$ cat src/rtl/fce_pkg.sv
package fce_pkg;

  localparam int CW_W      = 32;
  localparam int BYTE_W    = 8;
  localparam int WORD_W    = 32;
  localparam int EXEC_BIT  = 0;
  localparam int BUSY_BIT  = 1;
  localparam int DUMMY_LSB = 7;
  localparam int DUMMY_W   = 5;
  localparam int CNT_W     = 3;
  localparam int WCNT_LSB  = 12;
  localparam int WEN_BIT   = 15;
  localparam int ACNT_LSB  = 16;
  localparam int ACNT_W    = 2;
  localparam int AEN_BIT   = 19;
  localparam int RCNT_LSB  = 20;
  localparam int REN_BIT   = 23;
  localparam int OPC_LSB   = 24;

  localparam int MAX_DATA_BYTES = 2 * WORD_W / BYTE_W;
  localparam int UNIT_W         = $clog2(MAX_DATA_BYTES);
  localparam int BITCNT_W       = DUMMY_W;
  localparam int STORE_W        = CW_W - 2;

  typedef enum logic [2:0] {
    PH_IDLE  = 3'd0,
    PH_OPC   = 3'd1,
    PH_ADDR  = 3'd2,
    PH_WR    = 3'd3,
    PH_DUMMY = 3'd4,
    PH_RD    = 3'd5
  } phase_t;

  typedef struct packed {
    logic               addr_en;
    logic [ACNT_W-1:0]  addr_cnt;
    logic               wr_en;
    logic [CNT_W-1:0]   wr_cnt;
    logic [DUMMY_W-1:0] dummy;
    logic               rd_en;
    logic [CNT_W-1:0]   rd_cnt;
  } cmd_cfg_t;

  function automatic cmd_cfg_t unpack_ctl(input logic [CW_W-1:0] w);
    cmd_cfg_t c;
    c.addr_en  = w[AEN_BIT];
    c.addr_cnt = w[ACNT_LSB +: ACNT_W];
    c.wr_en    = w[WEN_BIT];
    c.wr_cnt   = w[WCNT_LSB +: CNT_W];
    c.dummy    = w[DUMMY_LSB +: DUMMY_W];
    c.rd_en    = w[REN_BIT];
    c.rd_cnt   = w[RCNT_LSB +: CNT_W];
    return c;
  endfunction

  // Next enabled phase after ph; PH_IDLE means the frame ends.
  function automatic phase_t phase_after(input phase_t ph, input cmd_cfg_t c);
    phase_t r;
    r = PH_IDLE;
    if (ph == PH_OPC && c.addr_en)
      r = PH_ADDR;
    else if ((ph == PH_OPC || ph == PH_ADDR) && c.wr_en)
      r = PH_WR;
    else if ((ph == PH_OPC || ph == PH_ADDR || ph == PH_WR) && c.dummy != '0)
      r = PH_DUMMY;
    else if (ph != PH_RD && ph != PH_IDLE && c.rd_en)
      r = PH_RD;
    return r;
  endfunction

  // Number of units (bytes, or one dummy run) inside a phase.
  function automatic logic [UNIT_W:0] phase_units(input phase_t ph, input cmd_cfg_t c);
    logic [UNIT_W:0] n;
    case (ph)
      PH_ADDR: n = (UNIT_W+1)'(c.addr_cnt) + (UNIT_W+1)'(1);
      PH_WR:   n = (UNIT_W+1)'(c.wr_cnt) + (UNIT_W+1)'(1);
      PH_RD:   n = (UNIT_W+1)'(c.rd_cnt) + (UNIT_W+1)'(1);
      default: n = (UNIT_W+1)'(1);
    endcase
    return n;
  endfunction

endpackage

$ cat src/rtl/fce_ctl_reg.sv
module fce_ctl_reg
  import fce_pkg::*;
(
  input  logic                  clk,
  input  logic                  rst_n,
  input  logic                  ctrl_wr,
  input  logic [CW_W-1:0]       ctrl_wdata,
  input  logic [WORD_W-1:0]     addr_in,
  input  logic [WORD_W-1:0]     wdata_lo,
  input  logic [WORD_W-1:0]     wdata_hi,
  input  logic                  busy,
  output logic                  start,
  output cmd_cfg_t              cfg,
  output logic [BYTE_W-1:0]     opcode,
  output logic [WORD_W-1:0]     addr_eff,
  output logic [2*WORD_W-1:0]   wdata_eff,
  output logic [STORE_W-1:0]    stored
);

  logic                  accept;
  logic [STORE_W-1:0]    ctl_q;
  logic [WORD_W-1:0]     addr_q;
  logic [2*WORD_W-1:0]   wd_q;
  logic [CW_W-1:0]       word_sel;
  logic                  unused_status_bit;

  assign unused_status_bit = ctrl_wdata[BUSY_BIT];

  // Writes are dropped while a frame runs.
  assign accept = ctrl_wr && !busy;
  assign start  = accept && ctrl_wdata[EXEC_BIT];

  always_ff @(posedge clk or negedge rst_n) begin
    if (!rst_n) begin
      ctl_q  <= '0;
      addr_q <= '0;
      wd_q   <= '0;
    end else begin
      if (accept) ctl_q <= ctrl_wdata[CW_W-1:2];
      if (start) begin
        addr_q <= addr_in;
        wd_q   <= {wdata_hi, wdata_lo};
      end
    end
  end

  // In the start cycle the live inputs feed the first byte load.
  assign word_sel  = start ? ctrl_wdata : {ctl_q, 2'b00};
  assign cfg       = unpack_ctl(word_sel);
  assign opcode    = word_sel[OPC_LSB +: BYTE_W];
  assign addr_eff  = start ? addr_in : addr_q;
  assign wdata_eff = start ? {wdata_hi, wdata_lo} : wd_q;
  assign stored    = ctl_q;

endmodule

$ cat src/rtl/fce_tx_select.sv
module fce_tx_select
  import fce_pkg::*;
(
  input  phase_t                ph,
  input  logic [UNIT_W-1:0]     unit,
  input  logic [BYTE_W-1:0]     opcode,
  input  logic [ACNT_W-1:0]     addr_cnt,
  input  logic [DUMMY_W-1:0]    dummy,
  input  logic [WORD_W-1:0]     addr,
  input  logic [2*WORD_W-1:0]   wdata,
  output logic [BYTE_W-1:0]     tx_byte,
  output logic [BITCNT_W-1:0]   bits_m1
);

  localparam int AIDX_W = ACNT_W + 3;
  localparam int WIDX_W = UNIT_W + 3;

  logic [ACNT_W-1:0] addr_sel;
  logic [AIDX_W-1:0] addr_idx;
  logic [WIDX_W-1:0] wr_idx;

  // Address goes out highest byte first: unit 0 picks byte addr_cnt.
  assign addr_sel = addr_cnt - unit[ACNT_W-1:0];
  assign addr_idx = {addr_sel, 3'b000};
  assign wr_idx   = {unit, 3'b000};

  always_comb begin
    tx_byte = '0;
    bits_m1 = BITCNT_W'(BYTE_W - 1);
    case (ph)
      PH_IDLE,
      PH_OPC:   tx_byte = opcode;
      PH_ADDR:  tx_byte = addr[addr_idx +: BYTE_W];
      PH_WR:    tx_byte = wdata[wr_idx +: BYTE_W];
      PH_DUMMY: bits_m1 = dummy - BITCNT_W'(1);
      default:  tx_byte = '0;
    endcase
  end

endmodule

$ cat src/rtl/fce_rx_pack.sv
module fce_rx_pack
  import fce_pkg::*;
(
  input  logic                  clk,
  input  logic                  rst_n,
  input  logic                  clear,
  input  logic                  shift_en,
  input  logic                  miso,
  input  logic                  store_en,
  input  logic [UNIT_W-1:0]     store_idx,
  output logic [2*WORD_W-1:0]   rdata
);

  logic [BYTE_W-1:0] rx_sr;

  always_ff @(posedge clk or negedge rst_n) begin
    if (!rst_n)        rx_sr <= '0;
    else if (shift_en) rx_sr <= {rx_sr[BYTE_W-2:0], miso};
  end

  for (genvar g = 0; g < MAX_DATA_BYTES; g++) begin : g_lane
    logic [BYTE_W-1:0] lane_q;
    always_ff @(posedge clk or negedge rst_n) begin
      if (!rst_n)
        lane_q <= '0;
      else if (clear)
        lane_q <= '0;
      else if (store_en && store_idx == UNIT_W'(g))
        lane_q <= rx_sr;
    end
    assign rdata[g*BYTE_W +: BYTE_W] = lane_q;
  end

endmodule

$ cat src/rtl/fce_sequencer.sv
module fce_sequencer
  import fce_pkg::*;
(
  input  logic                  clk,
  input  logic                  rst_n,
  input  logic                  tick,
  input  logic                  start,
  input  cmd_cfg_t              cfg,
  input  logic [BYTE_W-1:0]     nxt_byte,
  input  logic [BITCNT_W-1:0]   nxt_bits_m1,
  output phase_t                nxt_phase,
  output logic [UNIT_W-1:0]     nxt_unit,
  output logic                  busy,
  output logic                  done,
  output logic                  cs_n,
  output logic                  sck,
  output logic                  mosi,
  output logic                  rx_shift,
  output logic                  rx_store,
  output logic [UNIT_W-1:0]     cur_unit
);

  phase_t                phase_q;
  logic [UNIT_W-1:0]     unit_q;
  logic [BITCNT_W-1:0]   bits_left_q;
  logic [BYTE_W-1:0]     tx_sr_q;
  logic                  sck_q, cs_n_q, busy_q, done_q;
  logic [UNIT_W:0]       units, unit_inc;
  logic                  last_unit, rise, fall, unit_end;

  assign units     = phase_units(phase_q, cfg);
  assign unit_inc  = {1'b0, unit_q} + (UNIT_W+1)'(1);
  assign last_unit = unit_inc >= units;

  always_comb begin
    if (phase_q == PH_IDLE) begin
      nxt_phase = PH_OPC;
      nxt_unit  = '0;
    end else if (!last_unit) begin
      nxt_phase = phase_q;
      nxt_unit  = unit_inc[UNIT_W-1:0];
    end else begin
      nxt_phase = phase_after(phase_q, cfg);
      nxt_unit  = '0;
    end
  end

  // sck itself marks which half of the bit period comes next.
  assign rise     = tick && busy_q && !sck_q;
  assign fall     = tick && busy_q && sck_q;
  assign unit_end = fall && (bits_left_q == '0);

  always_ff @(posedge clk or negedge rst_n) begin
    if (!rst_n) begin
      phase_q     <= PH_IDLE;
      unit_q      <= '0;
      bits_left_q <= '0;
      tx_sr_q     <= '0;
      sck_q       <= 1'b0;
      cs_n_q      <= 1'b1;
      busy_q      <= 1'b0;
      done_q      <= 1'b0;
    end else begin
      done_q <= 1'b0;
      if (start && !busy_q) begin
        busy_q      <= 1'b1;
        cs_n_q      <= 1'b0;
        sck_q       <= 1'b0;
        phase_q     <= nxt_phase;
        unit_q      <= nxt_unit;
        tx_sr_q     <= nxt_byte;
        bits_left_q <= nxt_bits_m1;
      end else if (rise) begin
        sck_q <= 1'b1;
      end else if (fall) begin
        sck_q <= 1'b0;
        if (!unit_end) begin
          bits_left_q <= bits_left_q - BITCNT_W'(1);
          tx_sr_q     <= {tx_sr_q[BYTE_W-2:0], 1'b0};
        end else if (nxt_phase == PH_IDLE) begin
          busy_q  <= 1'b0;
          cs_n_q  <= 1'b1;
          done_q  <= 1'b1;
          phase_q <= PH_IDLE;
          unit_q  <= '0;
          tx_sr_q <= '0;
        end else begin
          phase_q     <= nxt_phase;
          unit_q      <= nxt_unit;
          tx_sr_q     <= nxt_byte;
          bits_left_q <= nxt_bits_m1;
        end
      end
    end
  end

  assign busy     = busy_q;
  assign done     = done_q;
  assign cs_n     = cs_n_q;
  assign sck      = sck_q;
  assign mosi     = tx_sr_q[BYTE_W-1];
  assign rx_shift = rise && (phase_q == PH_RD);
  assign rx_store = unit_end && (phase_q == PH_RD);
  assign cur_unit = unit_q;

endmodule

$ cat src/rtl/flash_cmd_engine.sv
module flash_cmd_engine
  import fce_pkg::*;
(
  input  logic        clk,
  input  logic        rst_n,
  input  logic        tick,
  input  logic        ctrl_wr,
  input  logic [31:0] ctrl_wdata,
  input  logic [31:0] addr_in,
  input  logic [31:0] wdata_lo,
  input  logic [31:0] wdata_hi,
  output logic [31:0] ctrl_rdata,
  output logic        busy,
  output logic        done,
  output logic [31:0] rdata_lo,
  output logic [31:0] rdata_hi,
  output logic        cs_n,
  output logic        sck,
  output logic        mosi,
  input  logic        miso
);

  logic                  start;
  cmd_cfg_t              cfg;
  logic [BYTE_W-1:0]     opcode;
  logic [WORD_W-1:0]     addr_eff;
  logic [2*WORD_W-1:0]   wdata_eff;
  logic [STORE_W-1:0]    stored;
  phase_t                nxt_phase;
  logic [UNIT_W-1:0]     nxt_unit, cur_unit;
  logic [BYTE_W-1:0]     nxt_byte;
  logic [BITCNT_W-1:0]   nxt_bits_m1;
  logic                  rx_shift, rx_store;
  logic [2*WORD_W-1:0]   rdata;

  fce_ctl_reg u_ctl (
    .clk        (clk),
    .rst_n      (rst_n),
    .ctrl_wr    (ctrl_wr),
    .ctrl_wdata (ctrl_wdata),
    .addr_in    (addr_in),
    .wdata_lo   (wdata_lo),
    .wdata_hi   (wdata_hi),
    .busy       (busy),
    .start      (start),
    .cfg        (cfg),
    .opcode     (opcode),
    .addr_eff   (addr_eff),
    .wdata_eff  (wdata_eff),
    .stored     (stored)
  );

  fce_tx_select u_tx (
    .ph       (nxt_phase),
    .unit     (nxt_unit),
    .opcode   (opcode),
    .addr_cnt (cfg.addr_cnt),
    .dummy    (cfg.dummy),
    .addr     (addr_eff),
    .wdata    (wdata_eff),
    .tx_byte  (nxt_byte),
    .bits_m1  (nxt_bits_m1)
  );

  fce_sequencer u_seq (
    .clk         (clk),
    .rst_n       (rst_n),
    .tick        (tick),
    .start       (start),
    .cfg         (cfg),
    .nxt_byte    (nxt_byte),
    .nxt_bits_m1 (nxt_bits_m1),
    .nxt_phase   (nxt_phase),
    .nxt_unit    (nxt_unit),
    .busy        (busy),
    .done        (done),
    .cs_n        (cs_n),
    .sck         (sck),
    .mosi        (mosi),
    .rx_shift    (rx_shift),
    .rx_store    (rx_store),
    .cur_unit    (cur_unit)
  );

  fce_rx_pack u_rx (
    .clk       (clk),
    .rst_n     (rst_n),
    .clear     (start),
    .shift_en  (rx_shift),
    .miso      (miso),
    .store_en  (rx_store),
    .store_idx (cur_unit),
    .rdata     (rdata)
  );

  assign ctrl_rdata = {stored, busy, 1'b0};
  assign rdata_lo   = rdata[WORD_W-1:0];
  assign rdata_hi   = rdata[2*WORD_W-1:WORD_W];

endmodule

$ cat config.mk
export PLATFORM = sky130hd
export DESIGN_NAME = flash_cmd_engine
export DESIGN_NICKNAME = d
export VERILOG_FILES = /design/src/rtl/fce_pkg.sv /design/src/rtl/fce_ctl_reg.sv /design/src/rtl/fce_tx_select.sv /design/src/rtl/fce_rx_pack.sv /design/src/rtl/fce_sequencer.sv /design/src/rtl/flash_cmd_engine.sv
export SDC_FILE = /design/constraint.sdc
export NUM_CORES = 1
export LEC_CHECK = 0
export ABC_AREA = 1
export BUFFER_PORTS_ARGS = -buffer_cell sky130_fd_sc_hd__clkbuf_2
export CAP_MARGIN = 15
export CORE_AREA = 5 5 167 169
export CTS_BUF_LIST = sky130_fd_sc_hd__clkbuf_8
export DETAILED_ROUTE_END_ITERATION = 8
export DIE_AREA = 0 0 172 174
export PLACE_DENSITY = 0.7
export SYNTH_ARGS = -nofsm -noshare
export SYNTH_HDL_FRONTEND = slang
export SYNTH_HIERARCHICAL = 1
export SYNTH_SLANG_ARGS = --single-unit
$ cat constraint.sdc
create_clock -name clk -period 5.05 [get_ports clk]
set_input_delay 1.01 -clock clk [delete_from_list [all_inputs] [get_ports clk]]
set_output_delay 1.01 -clock clk [all_outputs]
set_load 0.005 [all_outputs]
==> summary.md, run 1 <==
| Metric | Value |
|---|---|
| Switching share of total power | `47.9%` |
| Power per standard cell area | `682 mW/mm^2` |
| VDD IR-drop max | `0.363 mV` |
| Minimum clock period after layout | `4.50 ns` |
| Setup CP Type | `flip-flop to flip-flop` |
| Final setup fails | `0` |
| Most frequently used cell type in the post-synthesis netlist | `nand2_1` |
| Maximum net fanout on the critical path | `31` |
| Global-route total usage across every layer | `21.8%` |
| Latest clock arrival within the worst-skew pair | `0.54 ns` |
| Slowest CP cell | `nor3_2` |
| Post-route ant nets | `0` |
| Max-Slew Margin vs Limit | `28.6%` |
| Cell type with the largest total area after synthesis | `dfrtp_1` |
| Via total after detailed routing | `10,918` |
| Post-route setup TNS | `0 ns` |
| Average detailed-routed wire length per instance | `15.7 microns` |
| Static Leak | `7.83 nW` |
| Die height | `174 microns` |
| Launching point of the worst reg2reg path | `u_seq/busy` |
| Min-Delay Path Class | `input pin to async pin` |
| Clock transition at the registers of the reported paths | `0.06 ns` |
| Post-route clock period utilization | `89.1%` |
| Clk Tree Root Cell | `clkbuf_8` |
| Boundary Pins | `234` |
| CP arrival | `4.95 ns` |
| CP Capture Type | `flip-flop` |
| Initial Util | `44.1%` |
| Leading cell types by total area after synthesis | `dfrtp_1 47%, nand2_1 20%, nand3_1 7.8%, nand4_1 6.6%, inv_1 4.0%` |
| Transition time of the tightest slew-check pin | `1.07 ns` |
| Sequential power share | `29.2%` |
| Cts bufs inserted | `39` |
| Number of antenna violations at the first check in global routing | `0` |
| Port Buffer Count | `231` |
| Largest clock skew in the final design | `0.0244 ns` |
| Register area share after synthesis | `47.5%` |
| Clock sinks | `221` |
| Core Rows | `60` |
| Number of synthesized flops with an enable pin | `0` |
| Number of antenna repair diodes | `0` |
| Post-detailed-placement half-perimeter wirelength | `22,800 microns` |
| H-Tree Depth | `2` |
| Floorplan die width | `172 microns` |
| Maximum clock rate | `222 MHz` |
| Crit path launch type | `flip-flop` |
| Setup repair after global routing missed its margin | `no` |
| Fraction of post-synthesis cell area in the top cell type by area | `47.3%` |
| Ys flop type | `dfrtp_1` |
| Critical Path Max Stage Delay | `0.55 ns` |
| Post-Synthesis Net Count | `1,681` |
| Number of different library cells in the post-synthesis netlist | `46` |
| Max-slew violation count | `0` |
| Avg Synthesized Cell Area | `7.57 sq um` |
| Global-route wire length before repair | `53,700 microns` |
| Post-place setup slack | `0.155 ns` |
| TritonCTS clock tree | `built` |
| Result of the run | `completed` |
| Internal power | `4.88 mW` |
| Maximum number of pins on one net before global-route repair | `113` |
| Area of the core | `0.0264 sq mm` |
| Warning count from the yosys run | `6` |
| Synth cell count leaders | `622 x nand2_1, 220 x dfrtp_1, 182 x nand3_1, 123 x inv_1, 123 x nand4_1` |
| Detailed Routing Iterations Pass 1 | `7` |
| Count of max-cap constraint violations | `0` |
| Clock power frac | `17.0%` |
| Count of nets after finishing | `1,880` |
| Maximum clock path buffer count | `3` |
| Number of global-route vias before repair | `10,475` |
| Final Hold Fails | `0` |
| Synth Instances | `1,538` |
| # fillers | `2,585` |
| Critical path origin | `u_seq/busy` |
| Post-layout worst setup margin | `0.550 ns` |
| Sum of routed wire length over all layers | `33,000 microns` |
| Drt initial violations | `901` |
| # Post-CTS Setup Buffers | `0` |
| Remaining Overflow, GRT | `0` |
| Share of layout cells above drive strength 1 | `20.3%` |
| Flops & latches, synth | `221` |
| # DRC | `0` |
| Weighted congestion reported at the end of routability-driven placement | `0.865` |
| Cell area after synthesis | `0.0116 sq mm` |
| Die outline area | `0.0299 sq mm` |
| Vias per cell | `5.18` |
| Area added between synthesis and finish | `17.9%` |
| Worst endpoint required time | `5.50 ns` |
| Post-cts gate resize count | `0` |
| Cell occurring most often along the worst timing path | `nand2_1` |
| Async S/R FF share, synth | `100%` |
| Sw Pwr | `4.49 mW` |
| Combinational share of power | `53.8%` |
| CTS Hold Buffers Added | `0` |
worst paths after layout:
kind	endpoint	cells past startpoint	slack (ns)
max	u_seq/tx_sr_q[1]	26	0.55
min in group clk	u_ctl/addr_q[13]	2	0.46
max in group asynchronous	u_rx/g_lane[5].lane_q[3]	2	3.44
max reg2reg	u_seq/tx_sr_q[1]	26	0.55
min	u_ctl/addr_q[6]	1	0.46
min reg2reg	u_ctl/addr_q[13]	2	0.46
power by group through the flow:
stage	registers (mW)	logic (mW)	clock network, mW
after global placement	2.74	4.87	0
after floorplan	2.70	3.63	0
after global routing	2.81	5.65	1.72
after detailed placement	2.76	4.98	0
after CTS	2.74	5.00	1.63
final	2.74	5.04	1.59
kinds of logic after synthesis:
family          synth area share [%]
flops                           47.5
buf+inv                         8.71
compound gates                  3.29
simple gates                    39.0
xor+xnor                       0.301
fa+ha+maj                       1.07
mux                           0.0860
other cells                   0.0322
metal layers:
layer  routed length [microns]  track usage [%]  vias up
met2                     15000             33.4      355
met5                         0                0        -
met3                      2200             4.21       42
met1                     15300             32.0     5149
met4                       529             5.11        0
li1                          -                -     5372
through the flow:
step	hold slack (ns)	instance area (sq um)	util [%]	std cells	power, mW
global placement	0.449	13000	49.1	2037	7.61
global route	0.482	13700	51.9	2106	10.2
CTS	0.466	13700	51.9	2106	9.37
detailed placement	0.451	13000	49.1	2037	7.74
floorplan	0.433	11600	-	1538	6.33
finish	0.457	13700	51.9	2106	9.37
flip-flops by register name, summed over array words and instances (netlist names):
| register | flops |
|---|---|
| u_seq/bits_left_q | 5 |
| u_rx/rx_sr | 8 |
| u_seq/cs_n | 1 |
| u_ctl/wd_q | 64 |
| u_seq/tx_sr_q | 8 |
| u_seq/done | 1 |
| u_ctl/addr_q | 32 |
| u_seq/sck | 1 |
| u_seq/cur_unit | 3 |
| u_rx/g_lane.lane_q | 64 |
| u_seq/busy | 1 |
| u_seq/phase_q | 3 |
| u_ctl/stored | 30 |
cell usage in the layout (no fill, tap or decap), types with 6 or more instances in the layout:
cell type,synthesis,layout
nand2_1,622,622
clkbuf_2,0,228
dfrtp_1,220,220
nand3_1,182,182
inv_1,123,140
nand4_1,123,123
clkbuf_8,0,48
nor2_1,36,35
o21ai_0,23,23
buf_4,10,16
a21oi_1,11,11
inv_2,11,10
ha_1,10,10
nand2_4,9,9
nor2_2,7,8
o21a_1,8,8
o211ai_1,7,7
nand2_2,6,6
o21ai_1,6,6
area by class of cell:
type	instances	area, sq um	area share (%)
clock buffers	48	661	4.81
flip-flops and latches	221	5530	40.3
clock inverters	21	90.1	0.656
multi-input cells	1085	5110	37.2
well taps	341	427	3.11
repair buffers	249	1360	9.88
inverters	141	553	4.03
critical path: cells and delay by family (launching register included):
family                   cells  cell delay [ns]
AND/OR/NAND/NOR             13             2.00
buffers and inverters        7             0.84
flip-flops                   1             0.49
adder cells (fa/ha/maj)      2             0.49
AO/OA/AOI/OAI                3             0.45
XOR/XNOR                     1             0.15
(Power assumes the default switching activity.)
==> run 2, diff against run 1 <==
Settings changed: REMOVE_ABC_BUFFERS set to 1.
==> run 2 against run 1 <==
Effect of this change:
- core utilization is 0.52 points higher
- fmax rose by 3.3%
- total power increased by 0.98%
- via count shrank 0.98%
- clock power increased by 13%
- sequential power hardly changed
- non-clock buffer count up 6
- register-to-register slack improved by 0.14 ns
- critical path depth grew 2
- critical path type unchanged
- critical endpoint is now u_seq/tx_sr_q[2]
==> summary.md, run 2 (synthesis gave the netlist of run 1 again) <==
| Metric | Value |
|---|---|
| Result of the run | `completed` |
| Placed insts | `2,043 (+0.29%)` |
| Latest clock arrival within the worst-skew pair | `0.55 ns (about the same)` |
| Biggest regs | `u_ctl/wd_q x64, u_rx/g_lane.lane_q x64, u_ctl/addr_q x32` |
| Global-route wire length before repair | `52,900 microns (-1.5%)` |
| Vias per cell | `5.11 (-1.4%)` |
| CP arrival | `4.81 ns (-0.14 ns)` |
| Average detailed-routed wire length per instance | `15.3 microns (-2.2%)` |
| # DRC | `0 (unchanged)` |
| Internal power | `5.11 mW (+4.7%)` |
| Floorplan die width | `172 microns (unchanged)` |
| Switching share of total power | `46.0% (-1.9 points)` |
| Critical Path Max Stage Delay | `0.41 ns (-0.14 ns)` |
| Clock sinks | `221 (unchanged)` |
| Commonest non-fill, non-tap cell in the layout | `nand2_1` |
| Final Hold Fails | `0 (unchanged)` |
| Static Leak | `7.88 nW (+0.74%)` |
| Post-route clock period utilization | `86.3% (-2.8 points)` |
| Max-slew violation count | `0 (unchanged)` |
| Die outline area | `0.0299 sq mm (unchanged)` |
| Sum of routed wire length over all layers | `32,400 microns (-1.8%)` |
| Cell area after placement | `0.0130 sq mm (+0.17%)` |
| Cts bufs inserted | `40 (+2.6%)` |
| Setup CP Type | `flip-flop to flip-flop` |
| Clock power frac | `19.0% (+2.0 points)` |
| Post-Layout Inst Area | `0.0139 sq mm (+0.99%)` |
| Max-Slew Margin vs Limit | `28.7% (+0.11 points)` |
| Sw Pwr | `4.35 mW (-3.1%)` |
| Number of global-route vias before repair | `10,500 (+0.24%)` |
| Initial Util | `44.1% (unchanged)` |
| Final instance count without filler cells | `2,115 (+0.43%)` |
| H-Tree Depth | `2 (unchanged)` |
| Core Rows | `60 (unchanged)` |
| Reg2Reg Setup Slack | `0.69 ns (+0.14 ns)` |
| Worst hold start | `u_ctl/addr_q[13]` |
| CTS Hold Buffers Added | `0 (unchanged)` |
| Power per standard cell area | `682 mW/mm^2 (about the same)` |
| Min-Delay Path Class | `flip-flop to flip-flop` |
| Post-detailed-placement half-perimeter wirelength | `22,300 microns (-2.5%)` |
| Count of max-cap constraint violations | `0 (unchanged)` |
| Combinational share of power | `52.2% (-1.6 points)` |
| Boundary Pins | `234 (unchanged)` |
| Area added between synthesis and finish | `19.1%` |
| Number of stages on the worst hold path | `2` |
| Sequential power share | `28.8% (-0.4 points)` |
| Post-cts gate resize count | `0 (unchanged)` |
| Global-route total usage across every layer | `21.4% (-0.35 points)` |
| Launching point of the worst reg2reg path | `u_seq/busy` |
| Detailed Routing Iterations Pass 1 | `7 (unchanged)` |
| Clock transition at the registers of the reported paths | `0.07 ns (about the same)` |
| Post-route ant nets | `0 (unchanged)` |
| Setup repair after global routing missed its margin | `no` |
| Slowest CP cell | `dfrtp_1` |
| Maximum clock path buffer count | `3 (unchanged)` |
| Weighted congestion reported at the end of routability-driven placement | `0.840 (-2.9%)` |
| Cell occurring most often along the worst timing path | `nand2_1` |
| Endpoint of the worst-slack reg-to-reg timing path | `u_seq/tx_sr_q[2]` |
| Worst endpoint required time | `5.50 ns (about the same)` |
| Most frequent cells in the layout | `622 x nand2_1, 228 x clkbuf_2, 220 x dfrtp_1` |
| Maximum net fanout on the critical path | `37 (+19%)` |
| Number of antenna violations at the first check in global routing | `3 (+3)` |
| Area of the core | `0.0264 sq mm (unchanged)` |
| Final setup fails | `0 (unchanged)` |
| Maximum number of pins on one net before global-route repair | `111 (-1.8%)` |
| Maximum clock rate | `230 MHz (+3.3%)` |
| Largest clock skew in the final design | `0.0368 ns (+0.0124 ns)` |
| Crit path launch type | `flip-flop` |
| Endpoint with the worst hold slack | `u_ctl/addr_q[13]` |
| VDD IR-drop max | `0.328 mV (-9.6%)` |
| Transition time of the tightest slew-check pin | `1.07 ns (-0.0000736 ns)` |
| Clk Tree Root Cell | `clkbuf_8` |
| Share of layout cells above drive strength 1 | `21.1% (+0.82 points)` |
| Port Buffer Count | `231 (unchanged)` |
| Minimum clock period after layout | `4.36 ns (-0.143 ns)` |
| Count of nets after finishing | `1,887 (+0.37%)` |
| TritonCTS clock tree | `built` |
| CP Capture Type | `flip-flop` |
| Remaining Overflow, GRT | `0 (unchanged)` |
| # Post-CTS Setup Buffers | `0 (unchanged)` |
| Die height | `174 microns (unchanged)` |
| Via total after detailed routing | `10,811 (-0.98%)` |
| Drt initial violations | `899 (-0.22%)` |
| Number of cells on the worst reg-to-reg path | `28 (+7.7%)` |
run 2: worst max-delay path by stage:
stage	end	from	cells after the start
floorplan	u_seq/tx_sr_q[1]	u_seq/busy	28
global placement	u_seq/tx_sr_q[1]	ctrl_wdata[0]	30
detailed placement	u_seq/tx_sr_q[1]	ctrl_wdata[0]	28
CTS	u_seq/tx_sr_q[1]	u_seq/busy	28
global route	u_seq/tx_sr_q[2]	u_seq/busy	30
finish	u_seq/tx_sr_q[2]	u_seq/busy	28
run 2: layout make-up:
class	count	area, sq um
fillers	2590	12600
flip-flops and latches	221	5530
multi-input cells	1085	5110
repair buffers	255	1380
clock buffers	50	688
inverters	141	553
well taps	341	427
clock inverters	20	171
diodes	2	5.00
run 2: power by group through the flow:
stage               logic (mW)  registers (mW)  clock network (mW)
global route              5.62            2.79                1.93
finish                    4.94            2.72                1.80
detailed placement        4.92            2.75                   0
CTS                       4.95            2.72                1.85
global placement          4.80            2.73                   0
floorplan                 3.37            2.70                   0
run 2: worst max-delay path: cells and delay by family (launching register included):
family,cells,cell delay [ns]
flip-flops,1,0.41
buffers and inverters,7,0.78
AO/OA/AOI/OAI,4,0.66
adder cells (fa/ha/maj),3,0.75
AND/OR/NAND/NOR,13,1.52
XOR/XNOR,1,0.15
run 2: metrics by stage:
stage / power [mW] / hold slack, ns / TNS [ns] / worst slack (ns) / util [%]
after floorplan: 6.07 / 0.433 / -31.45 / -2.73 / -
after global placement: 7.52 / 0.445 / 0 / 0.272 / 49.2
after detailed placement: 7.68 / 0.453 / 0 / 0.165 / 49.2
after CTS: 9.52 / 0.464 / 0 / 0.713 / 52.4
after global routing: 10.3 / 0.477 / 0 / 0.257 / 52.5
final: 9.46 / 0.462 / 0 / 0.693 / 52.5
run 2: per-layer routing:
| layer | up-vias | share of wire, % | track usage, % |
|---|---|---|---|
| met3 | 70 | 6.0 | 4.34 |
| met5 | - | 0.062 | 0 |
| li1 | 5398 | - | - |
| met4 | 2 | 3.2 | 7.34 |
| met1 | 5035 | 44 | 29.6 |
| met2 | 306 | 46 | 33.7 |
==> run 3, diff against run 2 <==
Settings changed: ABC_AREA 1 to 0, CELL_PAD_IN_SITES_DETAIL_PLACEMENT set to 2, CELL_PAD_IN_SITES_GLOBAL_PLACEMENT set to 2, CORE_AREA 5 5 167 169 to 5 5 178 180, DIE_AREA 0 0 172 174 to 0 0 183 185, PLACE_DENSITY 0.7 to 0.85.
==> run 3 against run 2 <==
Effect of this change:
- critical path depth is 4 lower
- global-route usage is 0.13 points lower
- critical path type is now input pin to flip-flop
- die area is 13% higher
- synthesized cell count is 41% lower
- wire length is 14% higher
- highest routed layer unchanged
- clock power is 7% higher
==> summary.md, run 3 <==
| Metric | Value |
|---|---|
| CP arrival | `5.18 ns (+0.37 ns)` |
| Remaining Overflow, GRT | `0 (unchanged)` |
| Weighted congestion reported at the end of routability-driven placement | `0.780 (-7.1%)` |
| Flops & latches, synth | `221 (unchanged)` |
| Detailed Routing Iterations Pass 1 | `4 (-3)` |
| Largest clock skew in the final design | `0.0397 ns (+0.00292 ns)` |
| Count of max-cap constraint violations | `0 (unchanged)` |
| Die height | `185 microns (+6.3%)` |
| Final setup fails | `0 (unchanged)` |
| # Post-CTS Setup Buffers | `0 (unchanged)` |
| Register area share after synthesis | `49.5% (+2.0 points)` |
| Core Rows | `64 (+6.7%)` |
| VDD IR-drop max | `0.314 mV (-4.4%)` |
| Number of global-route vias before repair | `9,778 (-6.9%)` |
| Number of synthesized flops with an enable pin | `0 (unchanged)` |
| Worst slack on hold paths | `0.436 ns (-0.0262 ns)` |
| Latest clock arrival within the worst-skew pair | `0.55 ns (about the same)` |
| Sum of buffers and inverters on the critical path | `2 (-5)` |
| # DRC | `0 (unchanged)` |
| Number of antenna violations at the first check in global routing | `4 (+1)` |
| Average detailed-routed wire length per instance | `23.2 microns (+51%)` |
| Transition time of the tightest slew-check pin | `1.16 ns (+0.0874 ns)` |
| Overall power consumption | `9.26 mW (-2.1%)` |
| TritonCTS clock tree | `built` |
| Die outline area | `0.0339 sq mm (+13%)` |
| Drt initial violations | `259 (-71%)` |
| Vias per cell | `5.24 (+2.5%)` |
| Post-route setup TNS | `0 ns (unchanged)` |
| Result of the run | `completed` |
| Reg2Reg Setup Slack | `0.44 ns (-0.25 ns)` |
| Critical Path Max Stage Delay | `0.37 ns (-0.04 ns)` |
| Critical path origin | `ctrl_wr` |
| Internal power | `5.60 mW (+9.7%)` |
| Sw Pwr | `3.66 mW (-16%)` |
| Cell breakdown of the critical path | `clkbuf_2 -> nand3b_4 -> mux2_2 -> nand2_1 -> nand2_1 -> ha_1 -> xnor2_1 -> o22ai_1 -> a21oi_1 -> ha_1 -> o21ai_0 -> nand2b_1 -> nand2_1 -> and2_1 -> nor2b_4 -> ha_1 -> xnor2_2 -> buf_12 -> mux2i_1 -> a211oi_1 -> o21ai_1 -> nand3_1 -> o22ai_1 -> a21oi_1` |
| Post-detailed-placement half-perimeter wirelength | `25,900 microns (+16%)` |
| Commonest non-fill, non-tap cell in the layout | `clkbuf_2` |
| Setup repair after global routing missed its margin | `no` |
| Switching share of total power | `39.5% (-6.5 points)` |
| Maximum number of pins on one net before global-route repair | `106 (-4.5%)` |
| Capture point of the worst path | `u_seq/tx_sr_q[2]` |
| Count of nets after finishing | `1,298 (-31%)` |
| Setup CP Type | `input pin to flip-flop` |
| Post-route clock period utilization | `94.5% (+8.2 points)` |
| Post-cts gate resize count | `0 (unchanged)` |
| Number of different library cells in the post-synthesis netlist | `64 (+39%)` |
| Maximum clock path buffer count | `3 (unchanged)` |
| Area of the core | `0.0300 sq mm (+14%)` |
| Max-slew violation count | `0 (unchanged)` |
| # fillers | `3,049 (+18%)` |
| Power per standard cell area | `675 mW/mm^2 (-1.1%)` |
| Avg Synthesized Cell Area | `12.3 sq um (+62%)` |
| Floorplan die width | `183 microns (+6.4%)` |
| Leading cell types by total area after synthesis | `dfrtp_1 49%, mux2_1 9.2%, mux2i_1 7.3%, mux2_2 7.2%, nand2b_1 4.5%` |
| Synth cell count leaders | `220 x dfrtp_1, 91 x mux2_1, 81 x mux2i_1, 80 x nand2b_1, 71 x mux2_2` |
| Cell type with the largest total area after synthesis | `dfrtp_1` |
| Static Leak | `6.78 nW (-14%)` |
| Sequential power share | `28.7% (about the same)` |
| CTS Hold Buffers Added | `0 (unchanged)` |
| Biggest regs | `u_ctl/wd_q x64, u_rx/g_lane.lane_q x64, u_ctl/addr_q x32` |
| Initial Util | `37.2% (-6.9 points)` |
| Post-place setup slack | `-0.193 ns (-0.358 ns)` |
| Post-Layout Inst Area | `0.0137 sq mm (-1.0%)` |
| Boundary Pins | `234 (unchanged)` |
| Sum of routed wire length over all layers | `36,800 microns (+14%)` |
| Cts bufs inserted | `42 (+5.0%)` |
| Worst endpoint required time | `5.46 ns (-0.04 ns)` |
| Synth Instances | `910 (-41%)` |
| Ys flop type | `dfrtp_1` |
| Min-Delay Path Class | `input pin to async pin` |
| Clock transition at the registers of the reported paths | `0.06 ns (about the same)` |
| CP Capture Type | `flip-flop` |
| Port Buffer Count | `231 (unchanged)` |
| Via total after detailed routing | `8,312 (-23%)` |
| Async S/R FF share, synth | `100% (unchanged)` |
| Post-route ant nets | `0 (unchanged)` |
| H-Tree Depth | `2 (unchanged)` |
| Global-route total usage across every layer | `21.3% (-0.13 points)` |
| Combinational share of power | `50.7% (-1.5 points)` |
| Number of cells on the worst reg-to-reg path | `23 (-18%)` |
| Clock sinks | `221 (unchanged)` |
| Maximum net fanout on the critical path | `14 (-62%)` |
| Post-layout worst setup margin | `0.279 ns (-0.414 ns)` |
| Max-Slew Margin vs Limit | `22.2% (-6.4 points)` |
| Maximum clock rate | `210 MHz (-8.7%)` |
| Clock power frac | `20.7% (+1.7 points)` |
| Endpoint of the worst-slack reg-to-reg timing path | `u_seq/tx_sr_q[2]` |
| Minimum clock period after layout | `4.77 ns (+0.414 ns)` |
| Final Hold Fails | `0 (unchanged)` |
| Most frequent cells in the layout | `230 x clkbuf_2, 220 x dfrtp_1, 91 x mux2_1` |
| Cell area after placement | `0.0128 sq mm (-1.7%)` |
| Clk Tree Root Cell | `clkbuf_8` |
| Slowest CP cell | `xnor2_2` |
| Fraction of post-synthesis cell area in the top cell type by area | `49.3% (+2.0 points)` |
| Launching point of the worst reg2reg path | `u_seq/phase_q[1]` |
| Global-route wire length before repair | `56,600 microns (+7.1%)` |
| Area added between synthesis and finish | `22.8%` |
| Warning count from the yosys run | `6 (unchanged)` |
| Cell area after synthesis | `0.0112 sq mm (-4.1%)` |
| Share of layout cells above drive strength 1 | `37.5% (+16 points)` |
| Top cell family by delay on the critical path | `compound AO/OA/AOI/OAI gates` |
| Critical path depth in cells | `24 (-14%)` |
| Crit path launch type | `input pin` |
| Most frequently used cell type in the post-synthesis netlist | `dfrtp_1` |
-- run 3: changes by cell type in the layout (fill, tap and decap cells not counted), sizes merged, moves of 14 or more --
cell and delta:
a21oi +18, mux4 +16, inv -128, mux2i +80, o21ai -15, nor2 -17, nand3 -176, mux2 +162
buf +14, nand2 -585, nand2b +80, nand4 -122
-- run 3: through the flow --
step           utilization, %  std cells
2_1_floorplan               -        840
3_3_place_gp             42.6       1507
3_5_place_dp             42.6       1507
4_1_cts                  45.6       1584
5_1_grt                  45.7       1587
6_report                 45.7       1587
-- run 3: logic make-up (layout without fill, tap and decap cells) --
group / after synthesis / count (layout) / synth area share, %
multiplexers: 259 / 259 / 26.8
XOR/XNOR: 11 / 11 / 0.930
other: 1 / 4 / 0.0336
AO/OA/AOI/OAI: 104 / 104 / 6.27
flip-flops: 221 / 221 / 49.5
AND/OR/NAND/NOR: 225 / 225 / 11.2
buffers and inverters: 79 / 357 / 4.13
adder cells (fa/ha/maj): 10 / 10 / 1.12
-- run 3: cell type report --
| type | count | area, sq um | area share (%) |
|---|---|---|---|
| tap | 396 | 495 | 3.61 |
| sequential | 221 | 5530 | 40.3 |
| multi-input combinational | 610 | 5200 | 37.9 |
| clock inverter | 18 | 114 | 0.830 |
| clock buffer | 59 | 812 | 5.92 |
| inverter | 9 | 33.8 | 0.246 |
| antenna | 3 | 7.51 | 0.0547 |
| timing repair buffer | 271 | 1530 | 11.1 |
-- run 3: metal layers --
layer / GRT usage, % / wire length (microns) / share of wire [%] / up-vias
met1: 25.1 / 14800 / 40 / 4290
met5: 0 / 13 / 0.035 / -
met2: 39.0 / 19300 / 52 / 199
met4: 7.66 / 1250 / 3.4 / 2
li1: - / - / - / 3745
met3: 3.77 / 1450 / 3.9 / 76
-- run 3: worst min path at each step --
stage / startpoint / endpoint / slack (ns) / depth (start not counted)
finish: rst_n / u_ctl/wd_q[38] / 0.44 / 1
global route: rst_n / u_ctl/wd_q[44] / 0.47 / 1
CTS: rst_n / u_ctl/wd_q[6] / 0.43 / 1
detailed placement: u_ctl/wd_q[23] / u_ctl/wd_q[23] / 0.48 / 1
global placement: u_ctl/wd_q[3] / u_ctl/wd_q[3] / 0.47 / 1
floorplan: u_ctl/wd_q[16] / u_ctl/wd_q[16] / 0.46 / 1
-- run 3: power groups by stage --
stage / logic [mW] / clock network [mW] / registers, mW
final: 4.69 / 1.92 / 2.65
after global routing: 5.10 / 2.07 / 2.71
after CTS: 4.71 / 1.97 / 2.66
after detailed placement: 4.61 / 0 / 2.68
after global placement: 4.31 / 0 / 2.61
after floorplan: 2.82 / 0 / 2.61
